**src/rtl/usb_sched_pkg.sv**
```systemverilog
package usb_sched_pkg;
  localparam int ENTRY_W = 8;
  localparam int Q_DEPTH = 8;
  localparam int NUM_FLAGS = 3;
  typedef logic [ENTRY_W-1:0] sched_entry_t;
endpackage

```
**src/rtl/usb_req_queue.sv**
```systemverilog
module usb_req_queue #(
  parameter int DEPTH = 8,
  parameter int W     = 8,
  localparam int CNT_W = $clog2(DEPTH + 1),
  localparam int PTR_W = (DEPTH > 1) ? $clog2(DEPTH) : 1
) (
  input  logic             clk_i,
  input  logic             rst_ni,
  input  logic             push_i,
  input  logic [W-1:0]     data_i,
  input  logic             pop_i,
  output logic [W-1:0]     head_o,
  output logic             empty_o,
  output logic [CNT_W-1:0] count_o,
  output logic [CNT_W-1:0] free_o,
  output logic             ovf_o
);
  logic [W-1:0]     mem_q [DEPTH];
  logic [PTR_W-1:0] wr_q, rd_q;
  logic [CNT_W-1:0] cnt_q;
  logic             full, do_push, do_pop;

  assign full    = (cnt_q == CNT_W'(DEPTH));
  assign empty_o = (cnt_q == '0);
  assign do_push = push_i && !full;
  assign do_pop  = pop_i && !empty_o;
  assign ovf_o   = push_i && full;
  assign head_o  = mem_q[rd_q];
  assign count_o = cnt_q;
  assign free_o  = CNT_W'(DEPTH) - cnt_q;

  function automatic logic [PTR_W-1:0] nxt(input logic [PTR_W-1:0] p);
    return (p == PTR_W'(DEPTH - 1)) ? '0 : p + 1'b1;
  endfunction

  always_ff @(posedge clk_i or negedge rst_ni) begin
    if (!rst_ni) begin
      wr_q  <= '0;
      rd_q  <= '0;
      cnt_q <= '0;
    end else begin
      if (do_push) wr_q <= nxt(wr_q);
      if (do_pop)  rd_q <= nxt(rd_q);
      cnt_q <= cnt_q + CNT_W'(do_push) - CNT_W'(do_pop);
    end
  end

  always_ff @(posedge clk_i) begin
    if (do_push) mem_q[wr_q] <= data_i;
  end

  assert_count_bound_R2: assert property (@(posedge clk_i) disable iff (!rst_ni)
    cnt_q <= CNT_W'(DEPTH));
  assert_full_push_R3: assert property (@(posedge clk_i) disable iff (!rst_ni)
    push_i && full && !pop_i |=> cnt_q == $past(cnt_q));
  assert_no_pop_empty_R5: assert property (@(posedge clk_i) disable iff (!rst_ni)
    pop_i |-> !empty_o);
endmodule

```
**src/rtl/usb_sched_arb.sv**
```systemverilog
module usb_sched_arb #(
  parameter int W     = 8,
  parameter int CNT_W = 4
) (
  input  logic             clk_i,
  input  logic             rst_ni,
  input  logic             sof_i,
  input  logic             eof_i,
  input  logic             ready_i,
  input  logic             done_i,
  input  logic [CNT_W-1:0] per_count_i,
  input  logic             per_empty_i,
  input  logic             np_empty_i,
  input  logic [W-1:0]     per_head_i,
  input  logic [W-1:0]     np_head_i,
  output logic             valid_o,
  output logic [W-1:0]     entry_o,
  output logic             periodic_o,
  output logic             per_pop_o,
  output logic             np_pop_o,
  output logic             incomp_set_o
);
  logic             frame_q, busy_q, busy_per_q;
  logic [CNT_W-1:0] sched_q, sched_left;
  logic             pick_per, pick_np, accept, done_ok;

  assign pick_per   = (sched_q != '0) && !per_empty_i;
  assign pick_np    = (sched_q == '0) && !np_empty_i;
  assign valid_o    = frame_q && !busy_q && (pick_per || pick_np);
  assign entry_o    = pick_per ? per_head_i : np_head_i;
  assign periodic_o = pick_per;
  assign accept     = valid_o && ready_i;
  assign done_ok    = done_i && busy_q;
  assign per_pop_o  = done_ok && busy_per_q;
  assign np_pop_o   = done_ok && !busy_per_q;
  // a done landing with eof counts as finished
  assign sched_left = sched_q - CNT_W'(per_pop_o && (sched_q != '0));
  assign incomp_set_o = eof_i && (sched_left != '0);

  always_ff @(posedge clk_i or negedge rst_ni) begin
    if (!rst_ni) begin
      frame_q    <= 1'b0;
      busy_q     <= 1'b0;
      busy_per_q <= 1'b0;
      sched_q    <= '0;
    end else begin
      if (sof_i)      frame_q <= 1'b1;
      else if (eof_i) frame_q <= 1'b0;

      if (sof_i)      sched_q <= per_count_i - CNT_W'(per_pop_o);
      else if (eof_i) sched_q <= '0;
      else            sched_q <= sched_left;

      if (accept) begin
        busy_q     <= 1'b1;
        busy_per_q <= pick_per;
      end else if (done_ok) begin
        busy_q <= 1'b0;
      end
    end
  end

  assert_hold_offer_R5: assert property (@(posedge clk_i) disable iff (!rst_ni)
    valid_o && !ready_i && !sof_i && !eof_i && !done_i
    |=> valid_o && entry_o == $past(entry_o));
  assert_closed_frame_R5: assert property (@(posedge clk_i) disable iff (!rst_ni)
    eof_i && !sof_i |=> !valid_o);
  assert_per_first_R6: assert property (@(posedge clk_i) disable iff (!rst_ni)
    sof_i && per_count_i > CNT_W'(per_pop_o) |=> !(valid_o && !periodic_o));
endmodule

```
**src/rtl/usb_sched_flags.sv**
```systemverilog
module usb_sched_flags #(
  parameter int N = 3
) (
  input  logic         clk_i,
  input  logic         rst_ni,
  input  logic [N-1:0] set_i,
  input  logic [N-1:0] clr_i,
  output logic [N-1:0] flag_o
);
  for (genvar g = 0; g < N; g++) begin : g_flag
    logic f_q;
    always_ff @(posedge clk_i or negedge rst_ni) begin
      if (!rst_ni)        f_q <= 1'b0;
      else if (set_i[g])  f_q <= 1'b1;
      else if (clr_i[g])  f_q <= 1'b0;
    end
    assign flag_o[g] = f_q;

    assert_set_wins_R9: assert property (@(posedge clk_i) disable iff (!rst_ni)
      set_i[g] |=> f_q);
    assert_sticky_R9: assert property (@(posedge clk_i) disable iff (!rst_ni)
      f_q && !clr_i[g] |=> f_q);
  end
endmodule

```
**src/rtl/usb_frame_sched.sv**
```systemverilog
module usb_frame_sched
  import usb_sched_pkg::*;
#(
  parameter int DEPTH = Q_DEPTH,
  localparam int CNT_W = $clog2(DEPTH + 1)
) (
  input  logic               clk_i,
  input  logic               rst_ni,
  input  logic               per_push_i,
  input  logic [ENTRY_W-1:0] per_entry_i,
  input  logic               np_push_i,
  input  logic [ENTRY_W-1:0] np_entry_i,
  input  logic               sof_i,
  input  logic               eof_i,
  output logic               req_valid_o,
  input  logic               req_ready_i,
  output logic [ENTRY_W-1:0] req_entry_o,
  output logic               req_periodic_o,
  input  logic               done_i,
  output logic [CNT_W-1:0]   per_free_o,
  output logic [CNT_W-1:0]   np_free_o,
  output logic [ENTRY_W-1:0] per_head_o,
  output logic [ENTRY_W-1:0] np_head_o,
  output logic [1:0]         ovf_o,
  output logic               incomp_o,
  input  logic [2:0]         clr_i
);
  localparam int NQ = 2;  // index 0 periodic, 1 nonperiodic

  logic         q_push  [NQ];
  sched_entry_t q_data  [NQ];
  logic         q_pop   [NQ];
  sched_entry_t q_head  [NQ];
  logic         q_empty [NQ];
  logic [CNT_W-1:0] q_count [NQ];
  logic [CNT_W-1:0] q_free  [NQ];
  logic         q_ovf   [NQ];
  logic         incomp_set;
  logic [NUM_FLAGS-1:0] flags;

  assign q_push[0] = per_push_i;
  assign q_push[1] = np_push_i;
  assign q_data[0] = per_entry_i;
  assign q_data[1] = np_entry_i;

  for (genvar q = 0; q < NQ; q++) begin : g_q
    usb_req_queue #(.DEPTH(DEPTH), .W(ENTRY_W)) u_queue (
      .clk_i   (clk_i),
      .rst_ni  (rst_ni),
      .push_i  (q_push[q]),
      .data_i  (q_data[q]),
      .pop_i   (q_pop[q]),
      .head_o  (q_head[q]),
      .empty_o (q_empty[q]),
      .count_o (q_count[q]),
      .free_o  (q_free[q]),
      .ovf_o   (q_ovf[q])
    );
  end

  usb_sched_arb #(.W(ENTRY_W), .CNT_W(CNT_W)) u_arb (
    .clk_i        (clk_i),
    .rst_ni       (rst_ni),
    .sof_i        (sof_i),
    .eof_i        (eof_i),
    .ready_i      (req_ready_i),
    .done_i       (done_i),
    .per_count_i  (q_count[0]),
    .per_empty_i  (q_empty[0]),
    .np_empty_i   (q_empty[1]),
    .per_head_i   (q_head[0]),
    .np_head_i    (q_head[1]),
    .valid_o      (req_valid_o),
    .entry_o      (req_entry_o),
    .periodic_o   (req_periodic_o),
    .per_pop_o    (q_pop[0]),
    .np_pop_o     (q_pop[1]),
    .incomp_set_o (incomp_set)
  );

  usb_sched_flags #(.N(NUM_FLAGS)) u_flags (
    .clk_i  (clk_i),
    .rst_ni (rst_ni),
    .set_i  ({incomp_set, q_ovf[1], q_ovf[0]}),
    .clr_i  (clr_i),
    .flag_o (flags)
  );

  assign per_free_o = q_free[0];
  assign np_free_o  = q_free[1];
  assign per_head_o = q_head[0];
  assign np_head_o  = q_head[1];
  assign ovf_o      = flags[1:0];
  assign incomp_o   = flags[2];

  assert_incomp_R8: assert property (@(posedge clk_i) disable iff (!rst_ni)
    incomp_set |=> incomp_o);
  assert_offer_src_R4: assert property (@(posedge clk_i) disable iff (!rst_ni)
    req_valid_o |-> req_entry_o == (req_periodic_o ? per_head_o : np_head_o));
endmodule

```
**config.mk**
```make
export PLATFORM = sky130hd
export DESIGN_NAME = usb_frame_sched
export DESIGN_NICKNAME = d
export VERILOG_FILES = /design/src/rtl/usb_sched_pkg.sv /design/src/rtl/usb_req_queue.sv /design/src/rtl/usb_sched_arb.sv /design/src/rtl/usb_sched_flags.sv /design/src/rtl/usb_frame_sched.sv
export SDC_FILE = /design/constraint.sdc
export NUM_CORES = 1
export LEC_CHECK = 0
export BUFFER_PORTS_ARGS = -buffer_cell sky130_fd_sc_hd__buf_4
export CAP_MARGIN = 20
export CORE_MARGIN = 4
export CORE_UTILIZATION = 64
export DETAILED_ROUTE_END_ITERATION = 6
export PLACE_DENSITY = 0.92
export SYNTH_ARGS = -nofsm -noshare
export SYNTH_HDL_FRONTEND = slang
export SYNTH_SLANG_ARGS = --single-unit
```
**constraint.sdc**
```tcl
create_clock -name clk_i -period 4.98 [get_ports clk_i]
set_input_delay 0.996 -clock clk_i [delete_from_list [all_inputs] [get_ports clk_i]]
set_output_delay 0.996 -clock clk_i [all_outputs]
set_load 0.02 [all_outputs]
```
==> metrics.csv, run 1 <==
stage;metric;value;unit
run_status;outcome;finished, final reports clean;
routing;routed_wl;14000;µm
routing;detail-route-antenna-nets;0;
cts;cts_resized;0;
routing;vias;3851;
critical_path;worstPathRequired;3.98;ns
timing;worst_pin_slew;1.06;ns
cts;path_clk_slew;0.07;ns
finish;antenna_cells;0;
cts;cts_setup_buffers;0;
timing;min_period;3.91;ns
global_route;grt_pass1_wl;22700;µm
timing;slew_violations;0;
timing;hold_viol;0;
logic_synthesis;yosysMostFrequentCell;edfxtp_1;
finish;final-seq-area;4590;µm²
timing;skew;0.00496;ns
critical_path;ff2ff_path_depth;8;
die;start_util;0.665;
logic_synthesis;synth_top_area_cell;edfxtp_1;
timing;setup_violations;0;
finish;nets;547;
critical_path;path_cells;mux4_1 > mux2_2 > nor2_1 > nor2_1 > buf_4;
power;switching_share;0.354;
cts;cts_buffer_depth;2;
timing;tns;0;ns
logic_synthesis;ys_ff_latch;158;
global_route;grt-ovfl-total;0;
logic_synthesis;synth-async-reset-ratio;0.190;
critical_path;path_delay_family;flip-flops;
power;p_comb_frac;0.392;
critical_path;timing.rr.end;g_q[0].u_queue.mem_q[1][2];
cts;cts_sinks;158;
global_route;grt_max_degree;31;
routing;first_pass_iters;5;
critical_path;r2r_start;g_q[0].u_queue.count_o[1];
power;vdd.ir_drop.worst;0.000554;V
finish;multi_input_area;2130;µm²
finish;drive_gt1_frac;0.291;
finish;final_cells;638;
logic_synthesis;synth_ff_type;edfxtp_1;
worst_hold_path;hold_path.class;input port to asynchronous set/reset pin;
logic_synthesis;synthTopCellsByArea;edfxtp_1, dfrtp_1, mux4_2;
cts;cts_made_buffers;17;
cts;cts_max_level;4;
logic_synthesis;ys_seq_area_frac;0.660;
global_route;grt_use_total;0.241;
critical_path;crit_top_cell;nor2_1;
timing;grt_setup_unrepaired;no;
logic_synthesis;synth_edf_count;128;
power;leakagePower;0.00316;µW
job;cap_violations;0;
die;io_pins;64;
global_route;antenna_found_initial;0;
global_route;use_met2;0.393;
logic_synthesis;syn_nets;477;
routing;wl_per_cell;22.0;µm
logic_synthesis;synth_top_area_frac;0.553;
global_route;grt_busiest_layer;met2;
placed_design;port_buffers;63;
logic_synthesis;yosysWarningCount;0;
critical_path;rrSetupSlack;2.39;ns
routing;via_per_inst;6.04;
global_route;use_met3;0.0571;
cts;clk_latency;0.52;ns
global_route;use_met1;0.310;
timing;fmax;256;MHz
cts;cts_tree;done;
power;pwr-share-seq;0.365;
finish;stdcell_area;8110;µm²
logic_synthesis;synth_cell_types;38;
die;core;10500;µm²
critical_path;crit_type;flop to output port;
critical_path;worst-path-buf-inv;1;
logic_synthesis;avgSynthCellArea;16.6;µm²
die;rows;37;
critical_path;cpPeakStageDelay;1.05;ns
logic_synthesis;syn_area;6960;µm²
die;die_w;112;µm
power;p_per_area;674;nW/µm²
routing;drc;0;
critical_path;cpMaxStageDelayCell;dfrtp_1;
placed_design;place_inst;606;
placed_design;gp_congestion;0.814;
die;die_y;112;µm
placed_design;placed_area;7500;µm²
global_route;grt_pass1_vias;4169;
critical_path;crit_arrival;2.91;ns
die;fp.dieArea;12600;µm²
cts;cts_root_buf;clkbuf_8;
critical_path;crit_fanout;18;
timing;relSlewSlack;0.292;
critical_path;cp-start-kind;flop;
finish;nFillCells;563;
logic_synthesis;syn_inst;419;
finish;syn_to_final_growth;16.6;%
finish;utilization;0.775;
critical_path;crit_path_end_kind;output port;
placed_design;post-dp-hpwl;9010;µm
routing;drtIter0Drc;292;
power;clkPwrFrac;0.243;
cts;holdBufCountCts;0;
power;switching_power;1930;µW
logic_synthesis;synth_commonest_cells;edfxtp_1, nor2_1, dfrtp_1;
timing;fin_crit_sh;0.784;
timing;whs;0.396;ns
power;intPower;3530;µW
cell families after synthesis:
family,Yosys count,synth area share
compound gates,23,0.0209
xor+xnor,12,0.0151
fa+ha+maj,31,0.0579
buf+inv,43,0.0331
flops,158,0.660
mux,53,0.148
simple gates,99,0.0642
worst max-delay path by stage:
| stage | from | end | cells past startpoint |
|---|---|---|---|
| 2_1_floorplan | g_q[1].u_queue.rd_q[2] | req_entry_o[0] | 6 |
| 3_3_place_gp | g_q[0].u_queue.rd_q[1] | req_entry_o[1] | 5 |
| 3_5_place_dp | g_q[0].u_queue.rd_q[1] | req_entry_o[1] | 5 |
| 4_1_cts | g_q[1].u_queue.rd_q[1] | req_entry_o[3] | 5 |
| 5_1_grt | g_q[1].u_queue.rd_q[1] | req_entry_o[3] | 5 |
| 6_report | g_q[1].u_queue.rd_q[1] | req_entry_o[3] | 5 |
per-stage QoR:
step                      setup WS, ns  total power (µW)
after floorplan                   2.35              3430
after global placement            1.70              4020
after detailed placement          1.64              4140
after CTS                         1.01              5510
after global routing             0.912              5760
final                             1.07              5460
layer usage:
layer	up-vias	part of all wire
met5	-	0
met4	0	0.030
met3	37	0.075
met2	192	0.51
met1	1912	0.39
li1	1710	-
registers in the layout, indices dropped and copies added (netlist names):
register and flops:
g_q.u_queue.mem_q 128, u_arb.sched_q 4, g_q.u_queue.rd_q 6, u_arb.busy_q 1, u_flags.g_flag.f_q 3, g_q.u_queue.wr_q 6, u_arb.frame_q 1, u_arb.busy_per_q 1
g_q.u_queue.count_o 8
layout make-up:
type,count,share of cell area
clock buffer,19,0.0520
clock inverter,13,0.0231
inverter,27,0.0125
multi-input combinational,218,0.263
sequential,158,0.566
tap,136,0.0210
timing repair buffer,67,0.0620
power groups by stage:
stage          clock network [µW]  registers, µW  logic [µW]
5_1_grt                      1420           2040        2310
4_1_cts                      1350           2000        2170
3_5_place_dp                    0           2010        2130
6_report                     1330           2000        2140
2_1_floorplan                   0           1820        1610
3_3_place_gp                    0           1990        2030
cell usage in the layout, fill, tap and decap left out, drive strengths merged:
| master | synthesis | final |
|---|---|---|
| and3 | 1 | 1 |
| dfrtp | 30 | 30 |
| nor3b | 1 | 1 |
| clkinvlp | 0 | 3 |
| a21o | 3 | 3 |
| nand3 | 2 | 2 |
| o22ai | 2 | 2 |
| nor4 | 1 | 1 |
| buf | 13 | 67 |
| ha | 29 | 29 |
| xor2 | 6 | 6 |
| clkinv | 0 | 3 |
| nand2 | 26 | 26 |
| edfxtp | 128 | 128 |
| fa | 2 | 2 |
| mux4 | 32 | 32 |
| o41ai | 1 | 1 |
| o21ai | 7 | 7 |
| bufinv | 0 | 4 |
| a22o | 3 | 3 |
| nand2b | 11 | 11 |
| a211oi | 1 | 1 |
| nor3 | 6 | 6 |
| mux2 | 21 | 21 |
| a21oi | 5 | 5 |
| clkbuf | 3 | 19 |
| o21bai | 1 | 1 |
| inv | 27 | 30 |
| nand3b | 1 | 1 |
| xnor2 | 6 | 6 |
| nor2b | 1 | 1 |
| nor2 | 49 | 49 |
No activity file was read; power rests on OpenSTA's default activity.
==> run 2, diff against run 1 <==
ABC_AREA = 1   (was default)
CORE_UTILIZATION = 60   (was 64)
PLACE_DENSITY = 0.87   (was 0.92)
clock period = 3.8 ns   (was 4.98 ns; I/O delays follow)
==> metrics.csv, run 2 <==
stage;metric;value;unit
logic_synthesis;avgSynthCellArea;10.0;µm²
routing;routed-wl-met2;8110;µm
timing;min_period;3.14;ns
critical_path;cpPeakStageDelay;0.41;ns
critical_path;path_delay_family;simple AND/OR/NAND/NOR gates;
cts;clk_latency;0.42;ns
timing;grt_setup_unrepaired;no;
cts;holdBufCountCts;0;
routing;first_pass_iters;5;
finish;drive_gt1_frac;0.125;
critical_path;timing.rr.end;g_q[1].u_queue.count_o[3];
logic_synthesis;syn_area;7560;µm²
logic_synthesis;syn_nets;813;
power;leakagePower;0.00396;µW
die;die_w;120;µm
critical_path;cpMaxStageDelayCell;dfrtp_1;
cts;cts_setup_buffers;0;
job;cap_violations;0;
logic_synthesis;ys_seq_area_frac;0.608;
logic_synthesis;ys_ff_latch;158;
die;die_y;120;µm
routing;vias;5285;
cts;cts_max_level;4;
timing;tns;0;ns
timing;relSlewSlack;0.338;
finish;antenna_cells;0;
timing;fmax;319;MHz
critical_path;ff2ff_path_depth;12;
critical_path;crit_arrival;2.38;ns
cts;cts_sinks;158;
critical_path;crit_top_cell;nand2_1;
placed_design;port_buffers;63;
routing;drtIter0Drc;559;
critical_path;crit_type;flop to output port;
global_route;grt_max_degree;34;
routing;met3_length;1350;µm
routing;drc;0;
logic_synthesis;synth_edf_count;128;
cts;cts_made_buffers;17;
routing;topRoutingLayerUsed;met4;
worst_hold_path;hold_path.class;input port to asynchronous set/reset pin;
logic_synthesis;yosysMostFrequentCell;nand2_1;
global_route;grt_use_total;0.239;
die;start_util;0.622;
cts;path_clk_slew;0.06;ns
cts;cts_buffer_depth;2;
run_status;outcome;finished, final reports clean;
critical_path;path_cells;inv_1 > ha_1 > nand2_1 > nand2_1 > inv_4 > nand3_1 > nand2_1 > buf_4;
critical_path;r2r_start;g_q[1].u_queue.count_o[1];
cts;cts_resized;0;
logic_synthesis;synthTopCellsByArea;edfxtp_1, nand2_1, dfrtp_1;
timing;slew_violations;0;
finish;nFillCells;811;
finish;layout_commonest_cell;nand2_1;
die;rows;40;
timing;setup_violations;0;
logic_synthesis;yosysWarningCount;0;
critical_path;crit_fanout;11;
finish;largest_reg_flops;128;
finish;syn_to_final_growth;14.2;%
cts;cts_root_buf;clkbuf_16;
finish;final_cell_mix;nand2_1, inv_1, edfxtp_1;
critical_path;worstPathRequired;3.04;ns
finish;nets;871;
logic_synthesis;synth_cell_types;25;
logic_synthesis;synth_ff_type;edfxtp_1;
timing;hold_viol;0;
critical_path;cp-start-kind;flop;
placed_design;gp_congestion;0.839;
global_route;grt-ovfl-total;0;
die;io_pins;64;
logic_synthesis;synth_top_area_frac;0.509;
logic_synthesis;synth-async-reset-ratio;0.190;
cts;cts_tree;done;
logic_synthesis;synth_commonest_cells;nand2_1, inv_1, edfxtp_1;
critical_path;crit_path_end_kind;output port;
timing;fin_crit_sh;0.826;
finish;multi_input_area;2170;µm²
global_route;grt_pass1_vias;5157;
die;fp.dieArea;14500;µm²
die;core;12200;µm²
logic_synthesis;syn_inst;755;
critical_path;worst-path-buf-inv;3;
routing;detail-route-antenna-nets;0;
routing;m1WireLength;6370;µm
routing;via_per_inst;5.32;
routing;routed_wl;16400;µm
critical_path;rrSetupSlack;1.27;ns
timing;skew;0.00897;ns
finish;utilization;0.710;
finish;final-seq-area;4590;µm²
timing;worst_pin_slew;0.990;ns
global_route;antenna_found_initial;0;
power;vdd.ir_drop.worst;0.000524;V
logic_synthesis;synth_top_area_cell;edfxtp_1;
placed_design;post-dp-hpwl;10400;µm
global_route;grt_pass1_wl;26200;µm
power;p_per_area;890;nW/µm²
routing;wl_per_cell;16.5;µm
finish;top_register;g_q.u_queue.mem_q;
## run 2: changes by cell type after synthesis, moves of 6 or more
cell / delta
and2_1: +17
buf_6: +14
inv_1: +111
mux2_2: -7
mux2_4: -9
mux4_1: -11
mux4_2: -21
nand2_1: +185
nand2b_1: -11
nand3_1: +99
nor2_1: -12
nor2_2: -6
nor3_1: -6
o21ai_0: +11
## run 2: worst reg2reg max path: stages (launching register included)
cell and delay (ns):
dfrtp_1 0.35, inv_1 0.11, ha_1 0.26, nand2_1 0.11, nand2_1 0.06, nor2_1 0.46, ha_1 0.26, inv_1 0.07
ha_1 0.27, a21oi_1 0.15, nor2_1 0.07, nor2_1 0.13, xor2_1 0.17
## run 2: worst max path at each step
stage / depth (start not counted) / startpoint / endpoint
3_3_place_gp: 8 / g_q[0].u_queue.count_o[1] / req_entry_o[1]
6_report: 8 / g_q[0].u_queue.count_o[1] / req_entry_o[0]
2_1_floorplan: 6 / g_q[0].u_queue.count_o[1] / req_valid_o
4_1_cts: 8 / g_q[0].u_queue.count_o[1] / req_entry_o[1]
5_1_grt: 8 / g_q[0].u_queue.count_o[1] / req_entry_o[1]
3_5_place_dp: 8 / g_q[0].u_queue.count_o[1] / req_entry_o[1]
## run 2: metrics by stage
stage	cell area, µm²	total power [µW]	std cells	hold slack (ns)	setup WS, ns
global placement	8010	5800	962	0.461	1.15
detailed placement	8010	5890	962	0.467	1.13
CTS	8630	7700	994	0.280	0.665
global route	8630	8180	994	0.288	0.507
finish	8630	7680	994	0.272	0.662
floorplan	7560	4860	755	0.442	1.53
## run 2: cells by family (layout without fill, tap and decap cells)
family | after synthesis | in the layout | synth area share
compound gates | 24 | 24 | 0.0170
xor+xnor | 11 | 11 | 0.0127
fa+ha+maj | 31 | 31 | 0.0533
buf+inv | 168 | 239 | 0.105
flops | 158 | 158 | 0.608
simple gates | 363 | 363 | 0.204
## run 2: where the power goes
part / internal (µW) / switching [µW]
sequential: 2240 / 263
clock: 1100 / 678
combinational: 1230 / 2170
## run 2: layout make-up
class | instances | area share
Multi-Input combinational cell | 429 | 0.251
Inverter | 141 | 0.0628
Timing Repair Buffer | 66 | 0.0574
Sequential cell | 158 | 0.532
Clock inverter | 15 | 0.0226
Tap cell | 168 | 0.0244
Clock buffer | 17 | 0.0493
## run 2: routing by layer
layer / vias to the layer above / track usage
met3: 43 / 0.0463
met2: 263 / 0.390
met4: 0 / 0.124
met5: - / 0
li1: 2531 / -
met1: 2448 / 0.306
==> run 3, diff against run 2 <==
ABC_AREA = 0   (was 1)
CORE_UTILIZATION = 53   (was 60)
PLACE_DENSITY = 0.82   (was 0.87)
clock period = 2.7 ns   (was 3.8 ns; I/O delays follow)
==> metrics.csv, run 3 (synthesis results as in run 1) <==
stage;metric;value;unit
finish;top_register;g_q.u_queue.mem_q;
critical_path;crit_type;flop to output port;
critical_path;worstPathRequired;2.16;ns
die;core;12700;µm²
timing;grt_setup_unrepaired;yes;
run_status;violations;setup timing;
cts;cts_sinks;158;
cts;cts_made_buffers;17;
finish;final-seq-area;4600;µm²
critical_path;crit_fanout;8;
finish;largest_reg_flops;128;
critical_path;worstSetupStartpoint;g_q[1].u_queue.rd_q[1];
timing;relSlewSlack;0.582;
timing;hold_viol;0;
routing;routed_wl;13700;µm
finish;final_cell_mix;edfxtp_1, buf_4, nor2_1;
placed_design;gp_congestion;0.801;
timing;slew_violations;0;
critical_path;cp-start-kind;flop;
routing;detail-route-antenna-nets;0;
global_route;grt-ovfl-total;0;
finish;final_cells;699;
timing;fmax;366;MHz
critical_path;endpoint;req_entry_o[3];
critical_path;crit_path_end_kind;output port;
critical_path;cpMaxStageDelayCell;mux4_2;
global_route;antenna_found_initial;0;
power;p_per_area;1240;nW/µm²
placed_design;place_inst;664;
critical_path;timing.rr.end;g_q[0].u_queue.count_o[2];
critical_path;path_cells;buf_12 > mux4_2 > mux2_4 > nor2_1 > nor2_1 > buf_4;
global_route;grt_pass1_vias;3925;
routing;vias;3775;
cts;clk_latency;0.43;ns
finish;nFillCells;879;
power;vdd.ir_drop.worst;0.000670;V
placed_design;post-dp-hpwl;9290;µm
timing;worst_pin_slew;0.626;ns
critical_path;worst-path-buf-inv;2;
critical_path;path_delay_family;multiplexers;
run_status;outcome;complete, but fails checks;
cts;cts_tree;done;
timing;fin_crit_sh;1.01;
global_route;grt_pass1_wl;21400;µm
cts;holdBufCountCts;0;
critical_path;crit_arrival;2.19;ns
critical_path;cpPeakStageDelay;0.50;ns
die;io_pins;64;
finish;layout_commonest_cell;edfxtp_1;
die;start_util;0.547;
placed_design;pre_cts_ws;0.272;ns
finish;nets;572;
routing;drtIter0Drc;274;
finish;drive_gt1_frac;0.366;
die;rows;41;
routing;first_pass_iters;4;
finish;multi_input_area;2200;µm²
timing;fin_ws;-0.0322;ns
finish;antenna_cells;0;
cts;cts_max_level;4;
global_route;grt_max_degree;31;
cts;cts_root_buf;clkbuf_16;
job;cap_violations;0;
timing;min_period;2.73;ns
placed_design;port_buffers;63;
timing;setup_violations;5;
die;fp.dieArea;15000;µm²
routing;drc;0;
timing;skew;0.0119;ns
cts;cts_buffer_depth;2;
routing;via_per_inst;5.40;
finish;syn_to_final_growth;22.1;%
die;die_y;123;µm
routing;wl_per_cell;19.6;µm
critical_path;crit_top_cell;nor2_1;
cts;path_clk_slew;0.07;ns
critical_path;rrSetupSlack;0.32;ns
global_route;grt_use_total;0.196;
power;leakagePower;0.00332;µW
worst_hold_path;hold_path.class;input port to asynchronous set/reset pin;
timing;tns;-0.113;ns
critical_path;crit_cells;6;
critical_path;r2r_start;g_q[0].u_queue.count_o[1];
critical_path;ff2ff_path_depth;11;
die;die_w;123;µm
[run 3: changes by cell type in the layout (fill, tap and decap cells not counted), sizes merged, moves of 17 or more]
cell,delta
mux4,+32
nand3,-99
nand2,-185
nor2,+18
inv,-104
and2,-17
buf,+26
mux2,+21
[run 3: timing repair]
action	in CTS	in global routing
pin swaps	0	2
buffers inserted	2	0
cloned	1	0
setup endpoints to repair	15	9
gates resized for setup	27	13
[run 3: worst min path at each step]
| stage | end | slack, ns | depth (start not counted) |
|---|---|---|---|
| CTS | g_q[0].u_queue.wr_q[1] | 0.04 | 1 |
| global placement | g_q[0].u_queue.count_o[0] | 0.49 | 1 |
| floorplan | g_q[0].u_queue.count_o[0] | 0.24 | 0 |
| finish | g_q[0].u_queue.wr_q[1] | 0.03 | 1 |
| global route | g_q[0].u_queue.wr_q[0] | 0.05 | 1 |
| detailed placement | g_q[0].u_queue.wr_q[1] | 0.50 | 1 |
[run 3: metal layers]
layer,up-vias,track usage,share of wire
met1,1896,0.238,0.38
met2,104,0.348,0.55
met3,16,0.0424,0.056
met5,-,0,0
li1,1759,-,-
met4,0,0.0700,0.013
[run 3: power by group]
part | internal, µW | leakage [µW] | switching (µW)
combinational | 2220 | 0.00150 | 2380
sequential | 3130 | 0.00152 | 399
clock | 1340 | 0.000301 | 1070
[run 3: final cells by class]
class | count | area share
inverters | 27 | 0.0122
repair buffers | 92 | 0.0894
multi-input cells | 218 | 0.259
clock buffers | 17 | 0.0501
clock inverters | 15 | 0.0224
well taps | 172 | 0.0253
flip-flops and latches | 158 | 0.541
[run 3: worst reg2reg max path, cell delays in order (launching register included)]
cell	delay [ns]
dfrtp_1	0.42
inv_1	0.17
ha_2	0.30
nand2_1	0.07
nand2_1	0.17
inv_2	0.05
ha_1	0.27
inv_1	0.06
ha_1	0.16
inv_1	0.06
fa_1	0.37
xor2_1	0.17
[run 3: through the flow]
stage	power, µW	util	hold WS, ns	area [µm²]
CTS	10500	0.664	0.0373	8440
global placement	7660	0.607	0.493	7720
floorplan	6320	-	0.244	6960
global route	11100	0.668	0.0493	8500
finish	10500	0.668	0.0345	8500
detailed placement	7790	0.607	0.500	7720
